<file path="src/rtl/mf_pkg.sv">
package mf_pkg;
  localparam int CLS_W  = 4;
  localparam int COND_W = 4;
  localparam int IMM_W  = 2;
  localparam int LEN_W  = 4;
  localparam int OLEN_W = LEN_W + 1;
  localparam int NUM_CLS = 1 << CLS_W;

  localparam logic [CLS_W-1:0] CLS_OTHER = 4'd0;
  localparam logic [CLS_W-1:0] CLS_CMP   = 4'd1;
  localparam logic [CLS_W-1:0] CLS_TEST  = 4'd2;
  localparam logic [CLS_W-1:0] CLS_ADD   = 4'd3;
  localparam logic [CLS_W-1:0] CLS_SUB   = 4'd4;
  localparam logic [CLS_W-1:0] CLS_INC   = 4'd5;
  localparam logic [CLS_W-1:0] CLS_DEC   = 4'd6;
  localparam logic [CLS_W-1:0] CLS_JCC   = 4'd7;
  localparam logic [CLS_W-1:0] FUSED_TAG = 4'd8;

  localparam logic [COND_W-1:0] COND_PAR_SET = 4'd10;
  localparam logic [COND_W-1:0] COND_PAR_CLR = 4'd11;

  localparam logic [IMM_W-1:0] IMM_64 = 2'd3;

  typedef struct packed {
    logic [CLS_W-1:0]  cls;
    logic [COND_W-1:0] cond;
    logic [IMM_W-1:0]  imm;
    logic [LEN_W-1:0]  len;
  } insn_t;

  typedef struct packed {
    logic [CLS_W-1:0]  kind;
    logic [COND_W-1:0] cond;
    logic [IMM_W-1:0]  imm;
    logic [OLEN_W-1:0] len;
  } uop_t;

  // Whether a class may head a fused pair under the given mode.
  function automatic logic head_allowed(input logic [CLS_W-1:0] c, input logic wide);
    logic narrow_ok;
    logic wide_ok;
    narrow_ok = (c == CLS_CMP) || (c == CLS_TEST);
    wide_ok   = narrow_ok || (c == CLS_ADD) || (c == CLS_SUB) ||
                (c == CLS_INC) || (c == CLS_DEC);
    return wide ? wide_ok : narrow_ok;
  endfunction
endpackage

</file>
<file path="src/rtl/mf_pattern.sv">
module mf_pattern
  import mf_pkg::*;
(
  input  logic              mode64,
  input  logic [CLS_W-1:0]  head_cls,
  input  logic [IMM_W-1:0]  head_imm,
  input  logic [CLS_W-1:0]  tail_cls,
  input  logic [COND_W-1:0] tail_cond,
  output logic              pattern_ok
);
  logic [NUM_CLS-1:0] head_mask;
  logic               head_ok;
  logic               parity_jump;
  logic               wide_imm;

  // Eligible-head mask for the selected mode, one bit per class code.
  for (genvar g = 0; g < NUM_CLS; g++) begin : g_mask
    assign head_mask[g] = head_allowed(CLS_W'(g), mode64);
  end

  always_comb begin
    head_ok     = head_mask[head_cls];
    parity_jump = (tail_cond == COND_PAR_SET) || (tail_cond == COND_PAR_CLR);
    wide_imm    = (head_imm == IMM_64);
    pattern_ok  = head_ok && (tail_cls == CLS_JCC) && !parity_jump && !wide_imm;
  end
endmodule

</file>
<file path="src/rtl/mf_line_check.sv">
module mf_line_check
  import mf_pkg::*;
#(
  parameter int ADDR_W     = 64,
  parameter int LINE_BYTES = 64
) (
  input  logic [ADDR_W-1:0] head_addr,
  input  logic [LEN_W-1:0]  head_len,
  input  logic [ADDR_W-1:0] tail_addr,
  output logic              crosses
);
  localparam int LINE_LSB = $clog2(LINE_BYTES);

  logic [ADDR_W-1:0] head_last;
  logic [ADDR_W-1:0] diff;

  always_comb begin
    head_last = head_addr + ADDR_W'(head_len) - ADDR_W'(1);
    diff      = head_last ^ tail_addr;
    crosses   = (diff >> LINE_LSB) != '0;
  end
endmodule

</file>
<file path="src/rtl/mf_merge.sv">
module mf_merge
  import mf_pkg::*;
(
  input  logic   fuse,
  input  insn_t  head,
  input  insn_t  tail,
  output uop_t   slot0,
  output uop_t   slot1,
  output logic [1:0] count
);
  always_comb begin
    slot1.kind = tail.cls;
    slot1.cond = tail.cond;
    slot1.imm  = tail.imm;
    slot1.len  = OLEN_W'(tail.len);
    if (fuse) begin
      slot0.kind = head.cls | FUSED_TAG;
      slot0.cond = tail.cond;
      slot0.imm  = head.imm;
      slot0.len  = OLEN_W'(head.len) + OLEN_W'(tail.len);
      count      = 2'd1;
    end else begin
      slot0.kind = head.cls;
      slot0.cond = head.cond;
      slot0.imm  = head.imm;
      slot0.len  = OLEN_W'(head.len);
      count      = 2'd2;
    end
  end
endmodule

</file>
<file path="src/rtl/mf_fuse_detect.sv">
module mf_fuse_detect
  import mf_pkg::*;
#(
  parameter int ADDR_W     = 64,
  parameter int LINE_BYTES = 64
) (
  input  logic              clk,
  input  logic              rst_n,
  input  logic              mode64,
  input  logic              in_valid,
  input  logic              in_cont,
  input  logic [3:0]        in0_class,
  input  logic [3:0]        in0_cond,
  input  logic [1:0]        in0_imm,
  input  logic [ADDR_W-1:0] in0_addr,
  input  logic [3:0]        in0_len,
  input  logic [3:0]        in1_class,
  input  logic [3:0]        in1_cond,
  input  logic [1:0]        in1_imm,
  input  logic [ADDR_W-1:0] in1_addr,
  input  logic [3:0]        in1_len,
  output logic              out_valid,
  output logic              out_fuse,
  output logic [1:0]        out_cnt,
  output logic [3:0]        out0_kind,
  output logic [3:0]        out0_cond,
  output logic [1:0]        out0_imm,
  output logic [ADDR_W-1:0] out0_addr,
  output logic [4:0]        out0_len,
  output logic [3:0]        out1_kind,
  output logic [3:0]        out1_cond,
  output logic [1:0]        out1_imm,
  output logic [ADDR_W-1:0] out1_addr,
  output logic [4:0]        out1_len
);
  // Reset synchroniser: assert asynchronously, release on the clock.
  logic [1:0] rst_pipe;
  logic       rst_q_n;

  always_ff @(posedge clk or negedge rst_n) begin
    if (!rst_n) rst_pipe <= 2'b00;
    else        rst_pipe <= {rst_pipe[0], 1'b1};
  end
  assign rst_q_n = rst_pipe[1];

  // Stage 1: capture the pair.
  logic              s1_valid, s1_valid_d;
  logic              s1_cont,  s1_cont_d;
  logic              s1_mode,  s1_mode_d;
  insn_t             s1_head,  s1_head_d;
  insn_t             s1_tail,  s1_tail_d;
  logic [ADDR_W-1:0] s1_haddr, s1_haddr_d;
  logic [ADDR_W-1:0] s1_taddr, s1_taddr_d;

  always_comb begin
    s1_valid_d = in_valid;
    s1_cont_d  = s1_cont;
    s1_mode_d  = s1_mode;
    s1_head_d  = s1_head;
    s1_tail_d  = s1_tail;
    s1_haddr_d = s1_haddr;
    s1_taddr_d = s1_taddr;
    if (in_valid) begin
      s1_cont_d  = in_cont;
      s1_mode_d  = mode64;
      s1_head_d  = '{cls: in0_class, cond: in0_cond, imm: in0_imm, len: in0_len};
      s1_tail_d  = '{cls: in1_class, cond: in1_cond, imm: in1_imm, len: in1_len};
      s1_haddr_d = in0_addr;
      s1_taddr_d = in1_addr;
    end
  end

  always_ff @(posedge clk or negedge rst_q_n) begin
    if (!rst_q_n) begin
      s1_valid <= 1'b0;
      s1_cont  <= 1'b0;
      s1_mode  <= 1'b0;
      s1_head  <= '0;
      s1_tail  <= '0;
      s1_haddr <= '0;
      s1_taddr <= '0;
    end else begin
      s1_valid <= s1_valid_d;
      s1_cont  <= s1_cont_d;
      s1_mode  <= s1_mode_d;
      s1_head  <= s1_head_d;
      s1_tail  <= s1_tail_d;
      s1_haddr <= s1_haddr_d;
      s1_taddr <= s1_taddr_d;
    end
  end

  // Decision logic.
  logic pattern_ok;
  logic line_cross;
  logic prev_fused, prev_fused_d;
  logic tail_taken;
  logic fuse_c;

  mf_pattern u_pattern (
    .mode64    (s1_mode),
    .head_cls  (s1_head.cls),
    .head_imm  (s1_head.imm),
    .tail_cls  (s1_tail.cls),
    .tail_cond (s1_tail.cond),
    .pattern_ok(pattern_ok)
  );

  mf_line_check #(.ADDR_W(ADDR_W), .LINE_BYTES(LINE_BYTES)) u_line (
    .head_addr(s1_haddr),
    .head_len (s1_head.len),
    .tail_addr(s1_taddr),
    .crosses  (line_cross)
  );

  always_comb begin
    tail_taken   = s1_cont && prev_fused;
    fuse_c       = pattern_ok && !line_cross && !tail_taken;
    prev_fused_d = s1_valid ? fuse_c : prev_fused;
  end

  uop_t       m_slot0, m_slot1;
  logic [1:0] m_count;

  mf_merge u_merge (
    .fuse (fuse_c),
    .head (s1_head),
    .tail (s1_tail),
    .slot0(m_slot0),
    .slot1(m_slot1),
    .count(m_count)
  );

  // Stage 2: result registers.
  logic              o_valid_d, o_fuse_d;
  logic [1:0]        o_cnt_d;
  uop_t              o_slot0, o_slot0_d, o_slot1, o_slot1_d;
  logic [ADDR_W-1:0] o_addr0, o_addr0_d, o_addr1, o_addr1_d;

  always_comb begin
    o_valid_d = s1_valid;
    o_fuse_d  = out_fuse;
    o_cnt_d   = out_cnt;
    o_slot0_d = o_slot0;
    o_slot1_d = o_slot1;
    o_addr0_d = o_addr0;
    o_addr1_d = o_addr1;
    if (s1_valid) begin
      o_fuse_d  = fuse_c;
      o_cnt_d   = m_count;
      o_slot0_d = m_slot0;
      o_slot1_d = m_slot1;
      o_addr0_d = s1_haddr;
      o_addr1_d = s1_taddr;
    end
  end

  always_ff @(posedge clk or negedge rst_q_n) begin
    if (!rst_q_n) begin
      out_valid  <= 1'b0;
      out_fuse   <= 1'b0;
      out_cnt    <= 2'd0;
      o_slot0    <= '0;
      o_slot1    <= '0;
      o_addr0    <= '0;
      o_addr1    <= '0;
      prev_fused <= 1'b0;
    end else begin
      out_valid  <= o_valid_d;
      out_fuse   <= o_fuse_d;
      out_cnt    <= o_cnt_d;
      o_slot0    <= o_slot0_d;
      o_slot1    <= o_slot1_d;
      o_addr0    <= o_addr0_d;
      o_addr1    <= o_addr1_d;
      prev_fused <= prev_fused_d;
    end
  end

  assign out0_kind = o_slot0.kind;
  assign out0_cond = o_slot0.cond;
  assign out0_imm  = o_slot0.imm;
  assign out0_len  = o_slot0.len;
  assign out0_addr = o_addr0;
  assign out1_kind = o_slot1.kind;
  assign out1_cond = o_slot1.cond;
  assign out1_imm  = o_slot1.imm;
  assign out1_len  = o_slot1.len;
  assign out1_addr = o_addr1;
endmodule

</file>
<file path="config.mk">
export PLATFORM = sky130hd
export DESIGN_NAME = mf_fuse_detect
export DESIGN_NICKNAME = d
export VERILOG_FILES = /design/src/rtl/mf_pkg.sv /design/src/rtl/mf_pattern.sv /design/src/rtl/mf_line_check.sv /design/src/rtl/mf_merge.sv /design/src/rtl/mf_fuse_detect.sv
export SDC_FILE = /design/constraint.sdc
export NUM_CORES = 1
export LEC_CHECK = 0
export ABC_AREA = 1
export ABC_CLOCK_PERIOD_IN_PS = 20100
export BUFFER_PORTS_ARGS = -buffer_cell sky130_fd_sc_hd__buf_2
export CAP_MARGIN = 20
export CORE_UTILIZATION = 30
export DETAILED_ROUTE_END_ITERATION = 12
export SLEW_MARGIN = 20
export SYNTH_ARGS = -nofsm -noshare
export SYNTH_HDL_FRONTEND = slang
export SYNTH_HIERARCHICAL = 1
export SYNTH_SLANG_ARGS = --single-unit
</file>
<file path="constraint.sdc">
create_clock -name clk -period 20.1 [get_ports clk]
set_clock_uncertainty 0.1 [all_clocks]
set_input_delay 2.01 -clock clk [delete_from_list [all_inputs] [get_ports clk]]
set_output_delay 2.01 -clock clk [all_outputs]
set_load 0.02 [all_outputs]
</file>
==> flow_metrics.py, run 1 <==
metrics = {
    "global_routing": {
        "antenna_found_initial": 1,
        "grt_pass1_wl_mm": 92.9,
        "grt_overflow": 0,
        "first_global_vias": 16800,
        "grt_max_degree": 182,
        "grtUsageTotal": 0.180,
    },
    "drt": {
        "antenna_left": 0,
        "routed-wl-met3_mm": 3.28,
        "first_pass_iters": 6,
        "vias": 17500,
        "top_layer": "met5",
        "wirelength_mm": 59.1,
        "wl_met1_mm": 27.9,
        "drt-initial-drc-count": 1300,
        "post_drt_wl_per_cell_um": 15.2,
        "dr_wl_met2_mm": 26.9,
        "route.detailed.drc": 0,
        "viasPerCell": 4.51,
    },
    "clocking": {
        "cts_tree": "done",
        "cts.sinks": 323,
        "clkLatencyLatePin_ns": 0.56,
        "numCtsBuffers": 37,
        "clk_pin_slew_ns": 0.07,
        "holdBufCountCts": 0,
        "cts_max_level": 2,
        "cts-root-buf": "clkbuf_16",
        "clockBufferDepth": 3,
        "post-cts-setup-buffers": 0,
        "ctsResizeCount": 0,
    },
    "synth": {
        "yosysSeqAreaShare": 0.418,
        "synth_seq_cells": 323,
        "syn_inst": 2734,
        "ys.flop_type": "dfrtp_1",
        "netlist_area_sq_um": 19300,
        "yosysTopAreaCell": "dfrtp_1",
        "synth_top_cell_area_share": 0.418,
        "synth_nets": 2964,
        "synth_area_leaders": "dfrtp_1, nand2_1, inv_1",
        "async_reset_ff_frac": 1.00,
        "synth_cell_types": 44,
        "synth_edf_count": 0,
        "synth-warning-count": 6,
        "syn_area_per_cell_sq_um": 7.07,
    },
    "floorplan": {
        "die_h_um": 256,
        "dieArea_sq_um": 65400,
        "rows": 92,
        "initial_core_util": 0.305,
        "core_area_sq_um": 63300,
        "die_w_um": 256,
        "io-pin-count": 323,
    },
    "timing": {
        "drv_slew": 0,
        "grt_setup_unrepaired": "false",
        "slew_headroom": 0.310,
        "hold_viol": 0,
        "finalSetupTns_ns": 0,
        "period_share": 0.202,
        "fin_crit_ns": 4.06,
        "tightest_slew_ns": 1.04,
        "setup_violations": 0,
        "fmax_ghz": 0.246,
    },
    "finish": {
        "area_growth_pct": 17.4,
        "nets": 3241,
        "utilization": 0.358,
        "antenna_cells": 0,
        "fillerInstances": 6918,
        "drive_gt1_frac": 0.149,
    },
    "setup_path": {
        "path_class": "reg2reg",
        "cp-end-kind": "flip-flop",
        "cp.arrival_ns": 4.42,
        "worstSetupStartpointType": "flip-flop",
        "crit_required_ns": 20.45,
        "critPathMaxFanout": 12,
    },
    "pwr": {
        "p_leak_nw": 12.4,
        "clkPwrFrac": 0.344,
        "internal_power_mw": 1.34,
        "p_comb_frac": 0.284,
        "switchingPower_uw": 729,
        "ir_drop_v": 0.0000594,
        "power_density_nw_per_um2": 91.2,
        "p_seq_frac": 0.372,
        "switching_share": 0.353,
    },
    "placement": {
        "hpwl_mm": 46.1,
        "gp_congestion": 0.935,
        "portBuffers": 322,
    },
    "run_status": {
        "outcome": "completed",
    },
    "flow_run": {
        "max-cap-violations": 0,
    },
    "worst_hold_path": {
        "hp-class": "reg2async",
    },
}
cell usage after synthesis, types with 9 or more instances:
library cell,count
clkbuf_1,22
nand2_2,19
nand2_1,926
buf_2,9
inv_1,501
buf_6,14
xnor2_1,15
o21bai_1,14
o21ai_0,224
nor2_1,154
a21oi_1,69
buf_4,40
xor2_1,24
ha_1,68
o21ai_1,91
dfrtp_1,323
nand3_1,111
nand4_1,21
nor2_2,16
nand3b_1,21
cell usage in the layout, fill, tap and decap left out, types with 3 or more instances in the layout:
cell         n
a21o_1       4
a21oi_1     69
a21oi_2      3
buf_2      321
buf_4        8
bufinv_16    5
clkbuf_1     6
clkbuf_16   37
clkbuf_8     7
clkinv_2     3
clkinv_4     3
dfrtp_1    321
ha_1        68
inv_1      501
inv_2        6
nand2_1    926
nand2_2     19
nand3_1    111
nand3_2      4
nand3b_1    21
nand4_1     21
nor2_1     154
nor2_2      16
nor3_1       4
nor3_2       3
o21ai_0    224
o21ai_1     91
o21bai_1    14
xnor2_1     15
xor2_1      24
critical path, cell delays in order, from the launching register on:
cell and delay [ns]:
dfrtp_1 0.41, inv_1 0.09, ha_1 0.27, inv_1 0.04, ha_1 0.29, nand3_1 0.08, nand2_1 0.14, nand2_1 0.06
nand2_1 0.13, nand2_1 0.09, nand2_1 0.15, nand2_1 0.09, nand2_1 0.18, nand2_1 0.10, nand3_1 0.08, nand4_1 0.10
nor2_1 0.16, nand3_1 0.15, nor2_1 0.11, nand3_1 0.15, inv_1 0.10, and3_1 0.43, inv_4 0.15, nand2_1 0.11
o21ai_2 0.05, nand2_1 0.06, nand2_1 0.06
routing by layer:
layer,vias to the layer above,track usage
li1,8937,-
met1,8096,0.248
met2,421,0.292
met3,71,0.0325
met4,2,0.0417
met5,-,0
power by group through the flow:
stage / registers (mW) / logic [mW] / clock network [mW]
finish: 0.769 / 0.588 / 0.710
global route: 0.780 / 0.661 / 0.756
CTS: 0.772 / 0.587 / 0.734
detailed placement: 0.783 / 0.584 / 0
global placement: 0.783 / 0.581 / 0
floorplan: 0.816 / 0.363 / 0
state kept, by name, summed over array words and instances, names as in the netlist, 2 cells and up:
name and count:
out1_addr 64, out0_imm 2, out1_cond 4, rst_pipe 2, out0_cond 4, out1_imm 2
out0_kind 4, out1_kind 4, out1_len 5, s1_head 14, out0_addr 64, out_cnt 2
s1_taddr 64, s1_haddr 64, s1_tail 14, out0_len 5
logic make-up (layout without fill, tap and decap cells):
kind of cell               Yosys count  in the layout  share of synthesized area
DFF                                323            323                      0.418
buffers and inverters              604            907                      0.136
AOI/OAI and AO/OA                  411            411                      0.110
and+or+nand+nor                   1286           1286                      0.273
adders and majority gates           69             69                     0.0451
xor gates and xnor gates            39             39                     0.0177
other                                2              2                   0.000389
final timing paths:
kind	from	end	slack [ns]	cells past startpoint
worst max-delay path	s1_head[2]	out0_len[1]	16.04	26
worst max register to register	s1_head[2]	out0_len[1]	16.04	26
min in group clk	rst_pipe[0]	rst_pipe[1]	0.25	0
worst min register to register	rst_pipe[1]	s1_haddr[9]	0.03	0
max in group asynchronous	rst_pipe[1]	out0_cond[0]	17.99	2
worst min-delay path	rst_pipe[1]	s1_haddr[9]	0.03	0
stage by stage:
stage	cells	total power, mW	cell area (sq um)	setup WS (ns)	hold slack (ns)
after floorplan	2734	1.18	19300	10.33	0.231
after global placement	3817	1.36	21400	16.01	0.0414
after detailed placement	3817	1.37	21400	15.97	0.0389
after CTS	3882	2.09	22700	15.95	0.0411
after global routing	3883	2.20	22700	15.54	0.0493
final	3883	2.07	22700	16.04	0.0303
layout make-up:
type | instances | area [sq um] | area share
clock inverters | 15 | 240 | 0.0106
clock buffers | 50 | 1040 | 0.0461
well taps | 846 | 1060 | 0.0467
flip-flops and latches | 323 | 8090 | 0.357
inverters | 511 | 1930 | 0.0850
repair buffers | 331 | 1700 | 0.0750
multi-input cells | 1807 | 8620 | 0.380
Note: power is estimated with default switching activity, not from simulation.
==> run 2, diff against run 1 <==
--- a/config.mk
+++ b/config.mk
@@ -6,7 +6,7 @@
 export NUM_CORES = 1
 export LEC_CHECK = 0
 export ABC_AREA = 1
-export ABC_CLOCK_PERIOD_IN_PS = 20100
+export ABC_CLOCK_PERIOD_IN_PS = 3900
 export BUFFER_PORTS_ARGS = -buffer_cell sky130_fd_sc_hd__buf_2
 export CAP_MARGIN = 20
 export CORE_UTILIZATION = 30
==> constraint.sdc (replaced) <==
create_clock -name clk -period 3.9 [get_ports clk]
set_clock_uncertainty 0.1 [all_clocks]
set_input_delay 0.39 -clock clk [delete_from_list [all_inputs] [get_ports clk]]
set_output_delay 0.39 -clock clk [all_outputs]
set_load 0.02 [all_outputs]
==> flow_metrics.py, run 2 (synthesized netlist as in run 1, its figures left out) <==
metrics = {
    "finish": {
        "area_growth_pct": 27.2,
        "antenna_cells": 0,
        "drive_gt1_frac": 0.162,
        "final_common_cell": "nand2_1",
        "fillerInstances": 6735,
        "nets": 3429,
        "final_cell_mix": "nand2_1, inv_1, buf_2, dfrtp_1, o21ai_0",
    },
    "placement": {
        "portBuffers": 322,
        "gp_congestion": 0.973,
        "hpwl_mm": 47.3,
    },
    "flow_run": {
        "max-cap-violations": 0,
    },
    "floorplan": {
        "die_w_um": 256,
        "initial_core_util": 0.305,
        "core_area_sq_um": 63300,
        "rows": 92,
        "io-pin-count": 323,
        "dieArea_sq_um": 65400,
        "die_h_um": 256,
    },
    "drt": {
        "route.detailed.drc": 0,
        "vias": 18100,
        "antenna_left": 0,
        "viasPerCell": 4.44,
        "wirelength_mm": 62.1,
        "drt-initial-drc-count": 1126,
        "post_drt_wl_per_cell_um": 15.2,
        "first_pass_iters": 5,
    },
    "setup_path": {
        "critPathMaxFanout": 5,
        "crit_end": "out0_cond[3]",
        "crit_family": "simple AND/OR/NAND/NOR gates",
        "cpMostUsedCell": "nand2_1",
        "timing.rr.start": "s1_haddr[28]",
        "cp.arrival_ns": 3.99,
        "cp-end-kind": "flip-flop",
        "crit_required_ns": 4.30,
        "r2r_setup_slack_ns": 0.32,
        "crit_start": "s1_haddr[28]",
        "path_class": "reg2reg",
        "worstSetupStartpointType": "flip-flop",
        "path_cells": "ha_1 -> buf_4 -> nand2_1 -> o21ai_0 -> a21oi_1 -> o21ai_1 -> inv_1 -> nand2_1 -> nand2_1 -> nand3_1 -> o21ai_0 -> nor2_1 -> nand2_1 -> nor2_4 -> nand3_2 -> inv_2 -> and3_4 -> buf_4 -> nand2_1 -> nand2_1 -> nand2_1 -> nand2_1",
        "timing.rr.end": "out0_cond[3]",
        "slowest_delay_ns": 0.44,
        "crit_slowest_cell": "o21ai_0",
        "rr_worst_depth": 22,
        "cp.depth": 22,
        "path_buf_inv": 4,
    },
    "clocking": {
        "cts.sinks": 323,
        "clkLatencyLatePin_ns": 0.56,
        "cts_max_level": 2,
        "cts-root-buf": "clkbuf_16",
        "numCtsBuffers": 37,
        "cts_tree": "done",
        "clk_pin_slew_ns": 0.06,
        "clockBufferDepth": 3,
    },
    "timing": {
        "fin_crit_ns": 3.58,
        "setup_violations": 0,
        "hold_viol": 0,
        "finalHoldWorstSlack_ns": 0.00831,
        "grt_setup_unrepaired": "false",
        "drv_slew": 0,
        "period_share": 0.919,
        "fmax_ghz": 0.279,
        "slew_headroom": 0.430,
        "finalSetupTns_ns": 0,
        "tightest_slew_ns": 0.855,
    },
    "pwr": {
        "power_density_nw_per_um2": 436,
        "ir_drop_v": 0.000317,
        "p_leak_nw": 13.2,
    },
    "global_routing": {
        "antenna_found_initial": 3,
        "grt_max_degree": 154,
        "grtUsageTotal": 0.188,
        "grt_overflow": 0,
        "grt_pass1_wl_mm": 97.2,
        "first_global_vias": 17600,
    },
    "run_status": {
        "outcome": "completed",
    },
    "worst_hold_path": {
        "hp-class": "in2reg",
    },
}
run 2: stage by stage:
stage / setup WS (ns) / total power [mW] / utilization / cell area (sq um) / instances
6_report: 0.316 / 10.7 / 0.388 / 24600 / 4073
5_1_grt: 0.0284 / 11.4 / 0.388 / 24600 / 4073
4_1_cts: 0.0674 / 10.8 / 0.386 / 24400 / 4071
3_5_place_dp: 0.0191 / 7.13 / 0.343 / 21700 / 3851
3_3_place_gp: 0.0525 / 7.12 / 0.343 / 21700 / 3851
2_1_floorplan: 0.597 / 6.07 / - / 19300 / 2734
run 2: worst min-delay path by stage:
stage,startpoint,depth (start not counted),to
finish,in0_len[3],3,s1_head[3]
global route,in0_addr[9],3,s1_haddr[9]
floorplan,rst_n,0,rst_pipe[0]
detailed placement,rst_n,1,rst_pipe[0]
CTS,in0_addr[9],3,s1_haddr[9]
global placement,rst_n,1,rst_pipe[0]
run 2: where the power goes:
part	internal, mW	total (mW)	switching (mW)
clock	1.98	3.48	1.50
combinational	1.16	3.28	2.12
sequential	3.69	3.97	0.280
total	6.83	10.7	3.90
run 2: layout make-up:
type                    count  area [sq um]  area share
clock buffers              49          1050      0.0428
multi-input cells        1807          8740       0.356
repair buffers            519          3560       0.145
flip-flops and latches    323          8090       0.329
well taps                 846          1060      0.0431
clock inverters            18           155     0.00631
inverters                 511          1930      0.0784
run 2: worst register-to-register path, stage by stage, from the launching register on:
cell and delay (ns):
dfrtp_2 0.43, ha_1 0.32, buf_4 0.12, nand2_1 0.07, o21ai_0 0.44, a21oi_1 0.20, o21ai_1 0.38, inv_1 0.10
nand2_1 0.08, nand2_1 0.06, nand3_1 0.06, o21ai_0 0.08, nor2_1 0.12, nand2_1 0.10, nor2_4 0.10, nand3_2 0.10
inv_2 0.07, and3_4 0.22, buf_4 0.14, nand2_1 0.05, nand2_1 0.06, nand2_1 0.05, nand2_1 0.07
run 2: repair_timing:
item	4_1_cts	5_1_grt
buffers inserted	0	2
endpoints found under the hold margin	154	0
endpoints found under the setup margin	7	12
hold buffers	153	0
gates resized for setup	1	37
pin swaps	0	7
run 2: metal layers:
layer	wire length (um)	GRT usage
met5	22	0
met4	1480	0.0502
met3	3530	0.0357
met2	28300	0.308
met1	28700	0.254
==> run 3, diff against run 2 <==
--- a/config.mk
+++ b/config.mk
@@ -5,7 +5,6 @@
 export SDC_FILE = /design/constraint.sdc
 export NUM_CORES = 1
 export LEC_CHECK = 0
-export ABC_AREA = 1
 export ABC_CLOCK_PERIOD_IN_PS = 3900
 export BUFFER_PORTS_ARGS = -buffer_cell sky130_fd_sc_hd__buf_2
 export CAP_MARGIN = 20
==> flow_metrics.py, run 3 <==
metrics = {
    "timing": {
        "setup_violations": 13,
        "drv_slew": 0,
        "hold_viol": 0,
        "slew_headroom": 0.387,
        "layout_setup_ws_ns": -0.979,
        "fmax_ghz": 0.205,
        "finalSetupTns_ns": -10.77,
        "tightest_slew_ns": 0.920,
        "fin_crit_ns": 4.88,
        "period_share": 1.25,
        "grt_setup_unrepaired": "true",
    },
    "synth": {
        "synthMuxAreaShare": 0.229,
        "synth_top_cell_area_share": 0.419,
        "yosysSeqAreaShare": 0.419,
        "synth_edf_count": 0,
        "synthAdderAreaFrac": 0.0451,
        "syn_area_per_cell_sq_um": 11.2,
        "synth_area_leaders": "dfrtp_1, mux2_4, mux2_2",
        "netlist_area_sq_um": 19300,
        "ys_top_cells_by_count": "dfrtp_1, mux2_4, mux2_2, nand2_1, nor2_1",
        "ys.flop_type": "dfrtp_1",
        "yosysTopAreaCell": "dfrtp_1",
        "synth_cell_types": 86,
        "async_reset_ff_frac": 1.00,
        "synth_seq_cells": 323,
        "synth-warning-count": 6,
        "synth_top_family_by_area": "multiplexers",
        "synth-compound-area-share": 0.121,
        "yosysMostFrequentCell": "dfrtp_1",
        "synth_nets": 1948,
        "synth-simple-area-share": 0.103,
        "synthXorXnorAreaFrac": 0.0318,
        "syn_inst": 1718,
    },
    "floorplan": {
        "rows": 92,
        "initial_core_util": 0.305,
        "io-pin-count": 323,
        "die_w_um": 256,
        "core_area_sq_um": 63300,
        "dieArea_sq_um": 65300,
        "die_h_um": 256,
    },
    "drt": {
        "first_pass_iters": 6,
        "route.detailed.drc": 0,
        "vias": 17500,
        "antenna_left": 0,
        "wirelength_mm": 74.0,
        "drt-initial-drc-count": 921,
        "viasPerCell": 4.82,
        "post_drt_wl_per_cell_um": 20.3,
    },
    "finish": {
        "final_common_cell": "buf_4",
        "nets": 2995,
        "drive_gt1_frac": 0.537,
        "final_cell_mix": "buf_4, buf_2, dfrtp_1, mux2_4, dlygate4sd3_1",
        "area_growth_pct": 53.9,
        "finalInstanceArea_sq_um": 29700,
        "antenna_cells": 0,
        "fillerInstances": 5937,
    },
    "setup_path": {
        "path_class": "reg2reg",
        "worstSetupStartpointType": "flip-flop",
        "slowest_delay_ns": 0.56,
        "path_buf_inv": 4,
        "r2r_setup_slack_ns": -0.98,
        "crit_required_ns": 4.25,
        "path_cells": "inv_2 -> ha_4 -> inv_4 -> ha_4 -> nor2_1 -> o21ai_4 -> and2_4 -> o31ai_4 -> o22ai_2 -> or4_4 -> a2111oi_4 -> buf_4 -> and3_4 -> o2111ai_2 -> nor4_2 -> nand4_1 -> inv_2 -> and3_4 -> nand2b_4 -> o311a_1 -> o311ai_1 -> mux2_4",
        "crit_family": "simple AND/OR/NAND/NOR gates",
        "critPathMaxFanout": 7,
        "cp-end-kind": "flip-flop",
        "crit_slowest_cell": "or4_4",
        "cp.arrival_ns": 5.23,
    },
    "clocking": {
        "cts-root-buf": "clkbuf_16",
        "clkLatencyLatePin_ns": 0.56,
        "clk_pin_slew_ns": 0.06,
        "numCtsBuffers": 37,
        "cts_max_level": 2,
        "cts.sinks": 323,
        "cts_tree": "done",
        "clockBufferDepth": 3,
    },
    "placement": {
        "place_ws_ns": -1.50,
        "hpwl_mm": 57.8,
        "portBuffers": 322,
        "place_area_sq_um": 25900,
        "gp_congestion": 0.945,
    },
    "global_routing": {
        "grt_pass1_wl_mm": 112,
        "globalRouteMet2Util": 0.380,
        "grt-busiest-layer": "met2",
        "grt_overflow": 0,
        "grt_max_degree": 84,
        "grt_util_met3": 0.0346,
        "antenna_found_initial": 2,
        "first_global_vias": 18900,
        "met1_usage": 0.289,
        "grtUsageTotal": 0.222,
    },
    "flow_run": {
        "max-cap-violations": 0,
    },
    "worst_hold_path": {
        "hp-class": "in2async",
    },
    "pwr": {
        "p_leak_nw": 14.0,
        "ir_drop_v": 0.000311,
        "internal_power_mw": 8.63,
        "switchingPower_mw": 4.96,
        "p_seq_frac": 0.302,
        "power_density_nw_per_um2": 457,
        "p_total_mw": 13.6,
        "p_comb_frac": 0.454,
        "switching_share": 0.365,
        "clkPwrFrac": 0.244,
    },
    "run_status": {
        "failed_checks": "negative setup slack",
        "outcome": "finished with violations",
    },
}
run 3: cell types whose count changed in the layout (fill, tap and decap cells not counted), sizes merged, moves of 43 or more:
cell,delta
nand3,-87
buf,+573
inv,-427
o21ai,-239
mux2,+325
nand2,-826
a21oi,+43
nor2,-68
run 3: final cells by class:
class                   instances  area, sq um  area share
inverters                      83          314      0.0106
multi-input cells            1221        11100       0.374
clock inverters                14          106     0.00358
flip-flops and latches        323         8090       0.272
repair buffers               1099         7990       0.269
clock buffers                  52         1020      0.0344
well taps                     846         1060      0.0356
run 3: final timing paths:
| path | start | endpoint | depth (start not counted) |
|---|---|---|---|
| worst max-delay path | s1_haddr[2] | out0_len[3] | 22 |
| worst min-delay path | rst_n | rst_pipe[0] | 2 |
| worst max register to register | s1_haddr[2] | out0_len[3] | 22 |
| worst min register to register | rst_pipe[0] | rst_pipe[1] | 0 |
| max in group asynchronous | rst_pipe[1] | out1_addr[11] | 1 |
| min in group clk | rst_pipe[0] | rst_pipe[1] | 0 |
run 3: what timing repair did:
item	4_1_cts	5_1_grt
pin swaps	23	33
gates cloned	1	0
gates resized for setup	75	87
endpoints found under the setup margin	13	13
hold buffers	159	0
buffers inserted	16	13
hold endpoints to repair	160	0
run 3: per-stage QoR:
| step | utilization | hold WS (ns) | cells |
|---|---|---|---|
| final | 0.469 | 0.0437 | 3638 |
| after CTS | 0.461 | 0.0137 | 3625 |
| after detailed placement | 0.410 | 0.0835 | 3383 |
| after global routing | 0.469 | 0.0324 | 3638 |
| after floorplan | - | -0.00559 | 1718 |
| after global placement | 0.410 | 0.0776 | 3383 |
run 3: cell families after synthesis:
| kind of cell | count (synthesis) |
|---|---|
| mux | 333 |
| fa+ha+maj | 69 |
| flops | 323 |
| xor+xnor | 70 |
| simple gates | 402 |
| buf+inv | 175 |
| other cells | 2 |
| compound gates | 344 |
run 3: layer usage:
layer  vias up  part of all wire  wire length, um
li1       8338                 -                -
met1      8671              0.44            32800
met2       419              0.49            36000
met3       116             0.044             3270
met4         4             0.027             1970
met5         -           0.00042               31
run 3: power by group through the flow:
stage | clock network, mW | logic [mW] | registers [mW]
3_5_place_dp | 0 | 5.59 | 4.16
3_3_place_gp | 0 | 5.59 | 4.14
6_report | 3.31 | 6.17 | 4.11
5_1_grt | 3.55 | 6.58 | 4.16
2_1_floorplan | 0 | 2.46 | 4.41
4_1_cts | 3.42 | 5.93 | 4.11
